$ cat config.mk
export PLATFORM = sky130hd
export DESIGN_NAME = host_mailbox
export DESIGN_NICKNAME = d
export VERILOG_FILES = /design/src/rtl/mbx_pkg.sv /design/src/rtl/mbx_fifo.sv /design/src/rtl/mbx_irq.sv /design/src/rtl/host_mailbox.sv
export SDC_FILE = /design/constraint.sdc
export NUM_CORES = 2
export LEC_CHECK = 0
export BUFFER_PORTS_ARGS = -buffer_cell sky130_fd_sc_hd__buf_4
export CORE_MARGIN = 1
export CORE_UTILIZATION = 55
export DETAILED_ROUTE_END_ITERATION = 10
export PLACE_DENSITY = 0.8
export SYNTH_ARGS = -nofsm -noshare
export SYNTH_HDL_FRONTEND = slang
export SYNTH_HIERARCHICAL = 1
export SYNTH_MEMORY_MAX_BITS = 65536
export SYNTH_SLANG_ARGS = --single-unit
$ cat constraint.sdc
create_clock -name clk -period 3.99 [get_ports clk]
set_input_delay 0.399 -clock clk [delete_from_list [all_inputs] [get_ports clk]]
set_output_delay 0.399 -clock clk [all_outputs]
set_load 0.02 [all_outputs]
$ cat src/rtl/mbx_pkg.sv
package mbx_pkg;
  localparam int STAT_FULL  = 0;
  localparam int STAT_HALF  = 1;
  localparam int STAT_RXEMP = 2;
  localparam int STAT_PEND  = 5;
  localparam int STAT_EN    = 6;

  // occupancy at which the half-full flag rises
  function automatic int half_mark(input int depth);
    return depth / 2 + 1;
  endfunction

  function automatic logic [7:0] pack_status(input logic full, input logic half,
                                             input logic rx_empty, input logic pend,
                                             input logic en);
    logic [7:0] s;
    s = 8'h00;
    s[STAT_FULL]  = full;
    s[STAT_HALF]  = half;
    s[STAT_RXEMP] = rx_empty;
    s[STAT_PEND]  = pend;
    s[STAT_EN]    = en;
    return s;
  endfunction
endpackage

$ cat src/rtl/mbx_fifo.sv
module mbx_fifo #(
  parameter int DEPTH = 16,
  parameter int WIDTH = 8
) (
  input  logic                         clk,
  input  logic                         rst_n,
  input  logic                         push_req,
  input  logic [WIDTH-1:0]             push_data,
  input  logic                         pop_req,
  output logic [WIDTH-1:0]             head,
  output logic                         full,
  output logic                         empty,
  output logic [$clog2(DEPTH+1)-1:0]   level,
  output logic                         push_ok,
  output logic                         pop_ok
);
  localparam int PW = (DEPTH > 1) ? $clog2(DEPTH) : 1;
  localparam int CW = $clog2(DEPTH+1);
  localparam logic [PW-1:0] LAST = PW'(DEPTH-1);
  localparam logic [CW-1:0] CAP  = CW'(DEPTH);

  logic [WIDTH-1:0] mem [DEPTH];
  logic [PW-1:0]    wr_ptr, rd_ptr;
  logic [CW-1:0]    cnt;

  function automatic logic [PW-1:0] bump(input logic [PW-1:0] p);
    return (p == LAST) ? '0 : p + 1'b1;
  endfunction

  assign full    = (cnt == CAP);
  assign empty   = (cnt == '0);
  assign push_ok = push_req && !full;
  assign pop_ok  = pop_req && !empty;
  assign head    = mem[rd_ptr];
  assign level   = cnt;

  always_ff @(posedge clk) begin
    if (push_ok) mem[wr_ptr] <= push_data;
  end

  always_ff @(posedge clk) begin
    if (!rst_n) begin
      wr_ptr <= '0;
      rd_ptr <= '0;
      cnt    <= '0;
    end else begin
      if (push_ok) wr_ptr <= bump(wr_ptr);
      if (pop_ok)  rd_ptr <= bump(rd_ptr);
      case ({push_ok, pop_ok})
        2'b10:   cnt <= cnt + 1'b1;
        2'b01:   cnt <= cnt - 1'b1;
        default: cnt <= cnt;
      endcase
    end
  end


  no_overflow_chk: assert property (@(posedge clk) disable iff (!rst_n)
    level <= CAP);

  full_hold_chk: assert property (@(posedge clk) disable iff (!rst_n)
    (full && !pop_req) |=> full);

  level_step_chk: assert property (@(posedge clk) disable iff (!rst_n)
    (push_ok && !pop_ok) |=> (level == $past(level) + 1'b1));
endmodule

$ cat src/rtl/mbx_irq.sv
module mbx_irq (
  input  logic clk,
  input  logic rst_n,
  input  logic evt,
  input  logic ctl_wr,
  input  logic wr_en_bit,
  input  logic wr_clr_bit,
  output logic en,
  output logic pend,
  output logic irq
);
  logic clr_hit;
  assign clr_hit = ctl_wr && wr_clr_bit;

  always_ff @(posedge clk) begin
    if (!rst_n) begin
      en   <= 1'b0;
      pend <= 1'b0;
    end else begin
      if (ctl_wr) en <= wr_en_bit;
      if (evt)          pend <= 1'b1;
      else if (clr_hit) pend <= 1'b0;
    end
  end

  assign irq = pend && en;


  pend_set_chk: assert property (@(posedge clk) disable iff (!rst_n)
    evt |=> pend);

  pend_clr_chk: assert property (@(posedge clk) disable iff (!rst_n)
    (clr_hit && !evt) |=> !pend);

  en_load_chk: assert property (@(posedge clk) disable iff (!rst_n)
    ctl_wr |=> (en == $past(wr_en_bit)));
endmodule

$ cat src/rtl/host_mailbox.sv
module host_mailbox
  import mbx_pkg::*;
#(
  parameter int TX_DEPTH = 512,
  parameter int RX_DEPTH = 16,
  parameter int ADDR_W   = 4
) (
  input  logic              clk,
  input  logic              rst_n,
  input  logic              host_cs,
  input  logic              host_we,
  input  logic [ADDR_W-1:0] host_addr,
  input  logic [7:0]        host_wdata,
  output logic [7:0]        host_rdata,
  output logic              h2c_valid,
  input  logic              h2c_ready,
  output logic [7:0]        h2c_data,
  input  logic              c2h_valid,
  output logic              c2h_ready,
  input  logic [7:0]        c2h_data,
  input  logic              irq_event,
  output logic              irq
);
  localparam int TCW = $clog2(TX_DEPTH+1);
  localparam int RCW = $clog2(RX_DEPTH+1);
  localparam logic [TCW-1:0]    HALF_AT  = TCW'(half_mark(TX_DEPTH));
  localparam logic [TCW-1:0]    TX_CAP   = TCW'(TX_DEPTH);
  localparam logic [RCW-1:0]    RX_CAP   = RCW'(RX_DEPTH);
  localparam logic [ADDR_W-1:0] DATA_OFS = ADDR_W'(0);
  localparam logic [ADDR_W-1:0] CTL_OFS  = ADDR_W'(4);

  // decoded host events
  logic data_wr, data_rd, ctl_wr;
  assign data_wr = host_cs && host_we  && (host_addr == DATA_OFS);
  assign data_rd = host_cs && !host_we && (host_addr == DATA_OFS);
  assign ctl_wr  = host_cs && host_we  && (host_addr == CTL_OFS);

  logic [7:0]     tx_head, rx_head;
  logic           tx_full, tx_empty, rx_full, rx_empty;
  logic [TCW-1:0] tx_level;
  logic [RCW-1:0] rx_level;
  logic           tx_push_ok, tx_pop_ok, rx_push_ok, rx_pop_ok;
  logic           tx_half, irq_en, irq_pend;
  logic [7:0]     status;

  mbx_fifo #(.DEPTH(TX_DEPTH), .WIDTH(8)) tx_fifo_i (
    .clk(clk), .rst_n(rst_n),
    .push_req(data_wr), .push_data(host_wdata),
    .pop_req(h2c_ready), .head(tx_head),
    .full(tx_full), .empty(tx_empty), .level(tx_level),
    .push_ok(tx_push_ok), .pop_ok(tx_pop_ok)
  );

  mbx_fifo #(.DEPTH(RX_DEPTH), .WIDTH(8)) rx_fifo_i (
    .clk(clk), .rst_n(rst_n),
    .push_req(c2h_valid), .push_data(c2h_data),
    .pop_req(data_rd), .head(rx_head),
    .full(rx_full), .empty(rx_empty), .level(rx_level),
    .push_ok(rx_push_ok), .pop_ok(rx_pop_ok)
  );

  mbx_irq irq_i (
    .clk(clk), .rst_n(rst_n), .evt(irq_event), .ctl_wr(ctl_wr),
    .wr_en_bit(host_wdata[STAT_EN]), .wr_clr_bit(host_wdata[STAT_PEND]),
    .en(irq_en), .pend(irq_pend), .irq(irq)
  );

  assign tx_half   = (tx_level >= HALF_AT);
  assign status    = pack_status(tx_full, tx_half, rx_empty, irq_pend, irq_en);
  assign h2c_valid = !tx_empty;
  assign h2c_data  = tx_head;
  assign c2h_ready = !rx_full;

  always_comb begin
    host_rdata = 8'h00;
    if (host_cs && !host_we) begin
      if (host_addr == DATA_OFS)     host_rdata = rx_empty ? 8'h00 : rx_head;
      else if (host_addr == CTL_OFS) host_rdata = status;
    end
  end


  half_room_chk: assert property (@(posedge clk) disable iff (!rst_n)
    !status[STAT_HALF] |-> ((TX_CAP - tx_level) >= TCW'(TX_DEPTH/2)));

  empty_read_chk: assert property (@(posedge clk) disable iff (!rst_n)
    (data_rd && rx_empty) |-> (host_rdata == 8'h00 && !rx_pop_ok));

  rx_bound_chk: assert property (@(posedge clk) disable iff (!rst_n)
    (rx_push_ok && !rx_pop_ok) |=> (rx_level <= RX_CAP && !rx_empty));

  tx_drain_chk: assert property (@(posedge clk) disable iff (!rst_n)
    (tx_pop_ok && !tx_push_ok && tx_level == TCW'(1)) |=> !h2c_valid);

  ro_bits_chk: assert property (@(posedge clk) disable iff (!rst_n)
    (status[7] == 1'b0 && status[4:3] == 2'b00));
endmodule

# Word-level counts from Yosys, hierarchy flattened
# Memory sizes are Yosys's and may differ from the RTL's. A register that Yosys moved wholly into a read port is not among the register bits.
# Index checks and enable logic that the tools add are counted.
# totals
word_cells	72
latch_bits	0
mem_count	2
romBits	0
inputBits	27
reg_bits	43
ram_bits	4224
out_inout_bits	19
# memory_table
memory	words	width	rd	rd_ports_with_merged_regs	wr	line_no	text
tx_fifo_i.mem	512	8	1	1	1	mbx_fifo.sv:22	logic [WIDTH-1:0] mem [DEPTH];
rx_fifo_i.mem	16	8	1	1	1	mbx_fifo.sv:22	
# classes
bitwise_logic	0
n_eq_ne	11
n_addsub	8
n_div	0
mux	20
n_lt_le_gt_ge	1
multipliers	0
reduce_logical	22
shift	0
# op_table
cell	count
2-to-1 mux 9 bit	4
2-to-1 mux 8 bit	3
case mux 10 bit (2 select lines)	1
adder 9 x 1 -> 9 bit, second input constant	2
equality test 9 bit, second input constant	2
2-to-1 mux 4 bit	4
logical AND 1 bit	11
adder 10 x 1 -> 10 bit, second input constant	1
equality test 10 bit, second input constant	1
>= comparator 10 x 9 -> 1 bit, second input constant	1
logical NOT 10 bit	1
case mux 5 bit (2 select lines)	1
subtractor 10 x 1 -> 10 bit, second input constant	1
adder 4 x 1 -> 4 bit, second input constant	2
equality test 4 bit, second input constant	2
2-to-1 mux 7 bit	1
2-to-1 mux 1 bit	6
nonzero test 2 bit	3
adder 5 x 1 -> 5 bit, second input constant	1
equality test 5 bit, second input constant	1
logical NOT 1 bit	5
logical NOT 5 bit	1
subtractor 5 x 1 -> 5 bit, second input constant	1
equality test 2 x 1 -> 1 bit, second input constant	2
other kinds (3)	4

# Longest topological paths before layout
# logic_depth
depth_word	6
mapped_depth	18

# Modules after synthesis
# Netlist, hierarchy kept.
# modules_own_cells
mod	instances	cells_per_inst	area_per_inst_um2	seq_area_each_um2
mbx_fifo at tx_fifo_i	1	8346	163556.9	123738.7
mbx_fifo at rx_fifo_i	1	324	5873.1	4184.0
host_mailbox	1	30	196.4	0.0
mbx_irq	1	8	77.6	40.0

# Worst setup path before layout
# Ideal clock, no wire load.
# synth_timing
path_kind	register to register
from	register tx_fifo_i.cnt[3] (netlist: tx_fifo_i/level[3])
to	register tx_fifo_i.cnt[7] (netlist: tx_fifo_i/level[7])
period_less_slack_ns	3.370
t_required_ns	3.930
path_stages_with_launch	17
arrival_time_ns	3.310
path_slack_ns	0.620
path_cell_list	dfxtp_1 clkbuf_1 nor3_1 nand3_1 nor2_1 nor2b_1 clkbuf_1 ha_1 clkbuf_1 xor2_1 a22o_1 a21oi_1 a21oi_1 nor2_1 xor2_1 or4b_2 nand2_1
# synth_via
elab_chain_cells	5
elab_cells_between_ends	12
# synth_lines
element	line_no	text
from (decl)	mbx_fifo.sv:24	logic [CW-1:0] cnt;
from (signal assigned)	mbx_fifo.sv:50	2'b10: cnt <= cnt + 1'b1;
from (signal assigned)	mbx_fifo.sv:51	2'b01: cnt <= cnt - 1'b1;
from (signal assigned)	mbx_fifo.sv:52	default: cnt <= cnt;
logical NOT 10 bit (*)	mbx_fifo.sv:31	assign empty = (cnt == '0);
net tx_empty	host_mailbox.sv:39	logic tx_full, tx_empty, rx_full, rx_empty;
logical NOT 1 bit (*)	mbx_fifo.sv:33	assign pop_ok = pop_req && !empty;
logical AND 1 bit (*)	mbx_fifo.sv:33	
net tx_pop_ok	host_mailbox.sv:42	logic tx_push_ok, tx_pop_ok, rx_push_ok, rx_pop_ok;
equality test 2 x 1 -> 1 bit or equality test 2 bit (tied branches)	mbx_fifo.sv:49	case ({push_ok, pop_ok})
case mux 10 bit (2 select lines) or nonzero test 2 bit (tied branches)	-	
# The timed path passes the listed nets; every way through them passes the cells marked *.
# A chain may end at the register's enable or synchronous reset.

==> qor.log <==
INFO  status         outcome=finished, violations left
INFO  status         failed_checks=negative setup slack
INFO  timing         final_critical_path_setup_slack=-0.936ns
INFO  worst_hold_path timing.hold.worst.class=in2reg
INFO  clocking       insertion_delay=0.98ns
INFO  grt            grt_use_total=0.302
INFO  drt            detail_route.drc_violations=0
INFO  logic_synthesis syn_nets=8754
INFO  clocking       cts_tree=yes
INFO  drt            starting_drt_drc_count=16.4k
INFO  grt            gr-total-overflow=0
INFO  placed_design  place.detailed.hpwl=269mm
INFO  timing         timing.clock.skew=0.0659ns
INFO  drt            routed_wire_length_per_instance=34.2um
INFO  clocking       clkSlewWorstSetupHoldPaths=0.06ns
INFO  logic_synthesis most_frequently_used_flop_master_after_synthesis=sky130_fd_sc_hd__edfxtp_1
INFO  floorplanning  floorplan_core_area=306000um^2
INFO  floorplanning  start_util=0.554
INFO  critical_path  critical-path-max-stage-delay=0.87ns
INFO  critical_path  critical_path.slowest_cell=sky130_fd_sc_hd__nor4_4
INFO  critical_path  crit_arrival=4.53ns
INFO  grt            number_of_global_route_vias_before_repair=95.9k
INFO  timing         achievable-frequency=0.203GHz
INFO  critical_path  critical_path_buf_inv_count=5
INFO  critical_path  timing.critical_path.cells=buf_12 > buf_4 > buf_16 > buf_4 > mux2i_1 > o221ai_1 > nor3_4 > nor2_1 > nand4_1 > nor3_1 > nor4_4 > nor4_4 > buf_4
INFO  pwr            power.static_leakage=61.1nW
INFO  pwr            max-vdd-ir-drop=413uV
INFO  grt            largest_net_degree_at_the_start_of_global_routing=149
INFO  critical_path  worst-endpoint-required=3.59ns
INFO  floorplanning  fp.dieW=557um
INFO  logic_synthesis largest_cells_by_area_after_synthesis=sky130_fd_sc_hd__edfxtp_1 (75%), sky130_fd_sc_hd__mux4_2 (8.5%), sky130_fd_sc_hd__mux2i_1 (4.7%), sky130_fd_sc_hd__nor2_1 (1.4%), sky130_fd_sc_hd__o221ai_1 (1.4%)
INFO  timing         setup_viol=8
INFO  timing         rsz0062_at_grt=true
INFO  finish         nets=9588
INFO  placed_design  globalplace.congestion=0.922
INFO  finish         register_area=128000um^2
INFO  critical_path  crit_type=reg2out
INFO  clocking       inserted_clock_buffers=405
INFO  logic_synthesis ys_types=97
INFO  finish         fraction_of_final_layout_cells_sized_beyond_drive_strength_1=0.249
INFO  floorplanning  design.die.area=311000um^2
INFO  grt            grt_first_pass_wirelength=674mm
INFO  clocking       cts_max_level=5
INFO  logic_synthesis yosysTopAreaCell=sky130_fd_sc_hd__edfxtp_1
INFO  critical_path  worst_path_fanout_max=17
INFO  logic_synthesis synth.ff_latch_count=4280
INFO  logic_synthesis yosysWarningCount=6
INFO  clocking       ctsRootBufferMaster=sky130_fd_sc_hd__clkbuf_16
INFO  logic_synthesis syn-cell-area=170000um^2
INFO  finish         layout.filler_cells=18.8k
INFO  timing         finalCriticalPeriod=4.93ns
INFO  drt            wl=479mm
INFO  timing         worstMarginPinSlew=1.28ns
INFO  clocking       cts_max_path_buffers=4
INFO  finish         multiInputGateArea=38600um^2
INFO  timing         maxSlewViolCount=0
INFO  finish         area_delta_synth_final=15.3%
INFO  placed_design  dp_slack=-0.621ns
INFO  drt            first_pass_iters=9
INFO  critical_path  critical_path.top_delay_family=simple AND/OR/NAND/NOR gates
INFO  drt            routed_via_density=6.92
INFO  timing         post_route_clock_period_utilization=1.23
INFO  pwr            power_density=545nW/um^2
INFO  logic_synthesis synthesis.instances=8708
INFO  critical_path  endpoint_kind=output pin
INFO  logic_synthesis asyncSetResetFlopFracSynth=0
INFO  placed_design  placement.io_buffers=45
INFO  drt            dr_total_vias=96.9k
INFO  grt            number_of_antenna_violations_at_the_first_check_in_global_routing=25
INFO  finish         layoutNonFillerInstCount=14.0k
INFO  clocking       cts_num_sinks=4280
INFO  floorplanning  num_rows=203
INFO  critical_path  crit_path_frequent_cell=sky130_fd_sc_hd__buf_4
INFO  critical_path  cp-start-kind=flip-flop
INFO  placed_design  numPlacedInstances=13.1k
INFO  logic_synthesis postSynthAreaPerCell=19.5um^2
INFO  drt            final_antenna_net_count=0
INFO  floorplanning  pin_count=46
INFO  floorplanning  chipHeight=557um
INFO  flow_run       maxCapViolations=0
INFO  timing         worst_slew_margin_rel=0.142
INFO  logic_synthesis yosysSeqAreaShare=0.754
INFO  timing         fin_setup_tns=-6.97ns
INFO  timing         final_hold_viol_count=0
INFO  logic_synthesis synth_edf_count=4224
INFO  logic_synthesis synthDominantCellAreaShare=0.747
-- worst register-to-register path: cells and delay by family, from the launching register on --
kind	cells	cell delay, ns
AND/OR/NAND/NOR	6	2.07
buffers and inverters	2	0.69
flip-flops	1	0.52
-- cells in the mapped netlist (all sizes together), types with 19 or more instances --
library cell,n
edfxtp,4224
mux2i,802
mux4,685
nor2,637
buf,332
o221ai,284
nand2,258
clkbuf,217
a21oi,205
o22ai,195
o21ai,123
nor3,77
nand3,69
dfxtp,56
a22oi,41
nand4,39
and2,37
a2111oi,33
a31oi,33
a211oi,32
nor2b,24
and3,22
inv,22
ha,19
-- timing repair --
action / 4_1_cts / 5_1_grt
pin swaps: 56 / 48
cloned: 25 / 4
resized for setup: 272 / 129
hold endpoints to repair: 298 / 0
endpoints found under the setup margin: 8 / 8
setup buffers: 50 / 37
hold buffers: 19 / 0
-- metrics by stage --
stage          power, mW  hold slack [ns]  cell area (um^2)  utilization
2_1_floorplan       61.6            0.472            170000            -
3_3_place_gp        65.3            0.487            179000        0.583
3_5_place_dp        65.7            0.512            179000        0.583
4_1_cts              106          0.00176            195000        0.636
5_1_grt              109           0.0288            196000        0.639
6_report             107           0.0159            196000        0.639
-- per-layer routing --
metal	track usage	vias to the layer above	wire length, um
li1	-	37600	-
met4	0.179	14	34400
met2	0.470	8761	222000
met3	0.0785	1924	68400
met1	0.385	48600	155000
met5	0.00201	-	238
-- layout make-up --
type	count	share of cell area
sequential	4280	0.654
multi-input combinational	3854	0.197
clock buffer	498	0.0544
timing repair buffer	979	0.0526
tap	4100	0.0262
clock inverter	246	0.0145
inverter	22	0.000499
antenna	16	0.000205
-- worst paths after layout --
kind,from,end,slack (ns),cells past startpoint
max reg2reg,tx_fifo_i/level[3],tx_fifo_i/mem[44][7],0.32,8
min reg2reg,tx_fifo_i/level[9],tx_fifo_i/level[9],0.51,2
min,host_wdata[2],tx_fifo_i/mem[304][2],0.02,1
max,flip-flop,h2c_data[4],-0.94,13
-- sequential cells by signal, indices dropped and copies added, names as in the netlist, named ones only --
| signal | flops |
|---|---|
| tx_fifo_i/mem | 4096 |
| rx_fifo_i/mem | 128 |
| tx_fifo_i/level | 10 |
| tx_fifo_i/rd_ptr | 9 |
| tx_fifo_i/wr_ptr | 9 |
| rx_fifo_i/level | 5 |
| rx_fifo_i/rd_ptr | 4 |
| rx_fifo_i/wr_ptr | 4 |
| irq_i/en | 1 |
| irq_i/pend | 1 |
-- cells in the final DEF (no fill, tap or decap), drive strengths merged, types with 195 or more instances in the layout --
| master | synthesis | final |
|---|---|---|
| edfxtp | 4224 | 4224 |
| buf | 332 | 947 |
| mux2i | 802 | 802 |
| mux4 | 685 | 685 |
| nor2 | 637 | 637 |
| clkbuf | 217 | 502 |
| o221ai | 284 | 284 |
| nand2 | 258 | 258 |
| a21oi | 205 | 205 |
| o22ai | 195 | 195 |
-- power breakdown --
part	internal (mW)	switching (mW)
Clock	22.2	17.1
Combinational	8.23	9.61
Sequential	49.4	0.0980
Total	79.8	26.8
-- logic make-up after synthesis --
family | after synthesis | share of synthesized area
buffers and inverters | 574 | 0.0264
AND/OR/NAND/NOR | 1248 | 0.0326
AO/OA/AOI/OAI | 1065 | 0.0445
adder cells (fa/ha/maj) | 19 | 0.00140
flip-flops | 4280 | 0.754
XOR/XNOR | 26 | 0.00134
multiplexers | 1496 | 0.140
Note: power is estimated with default switching activity, not from simulation.
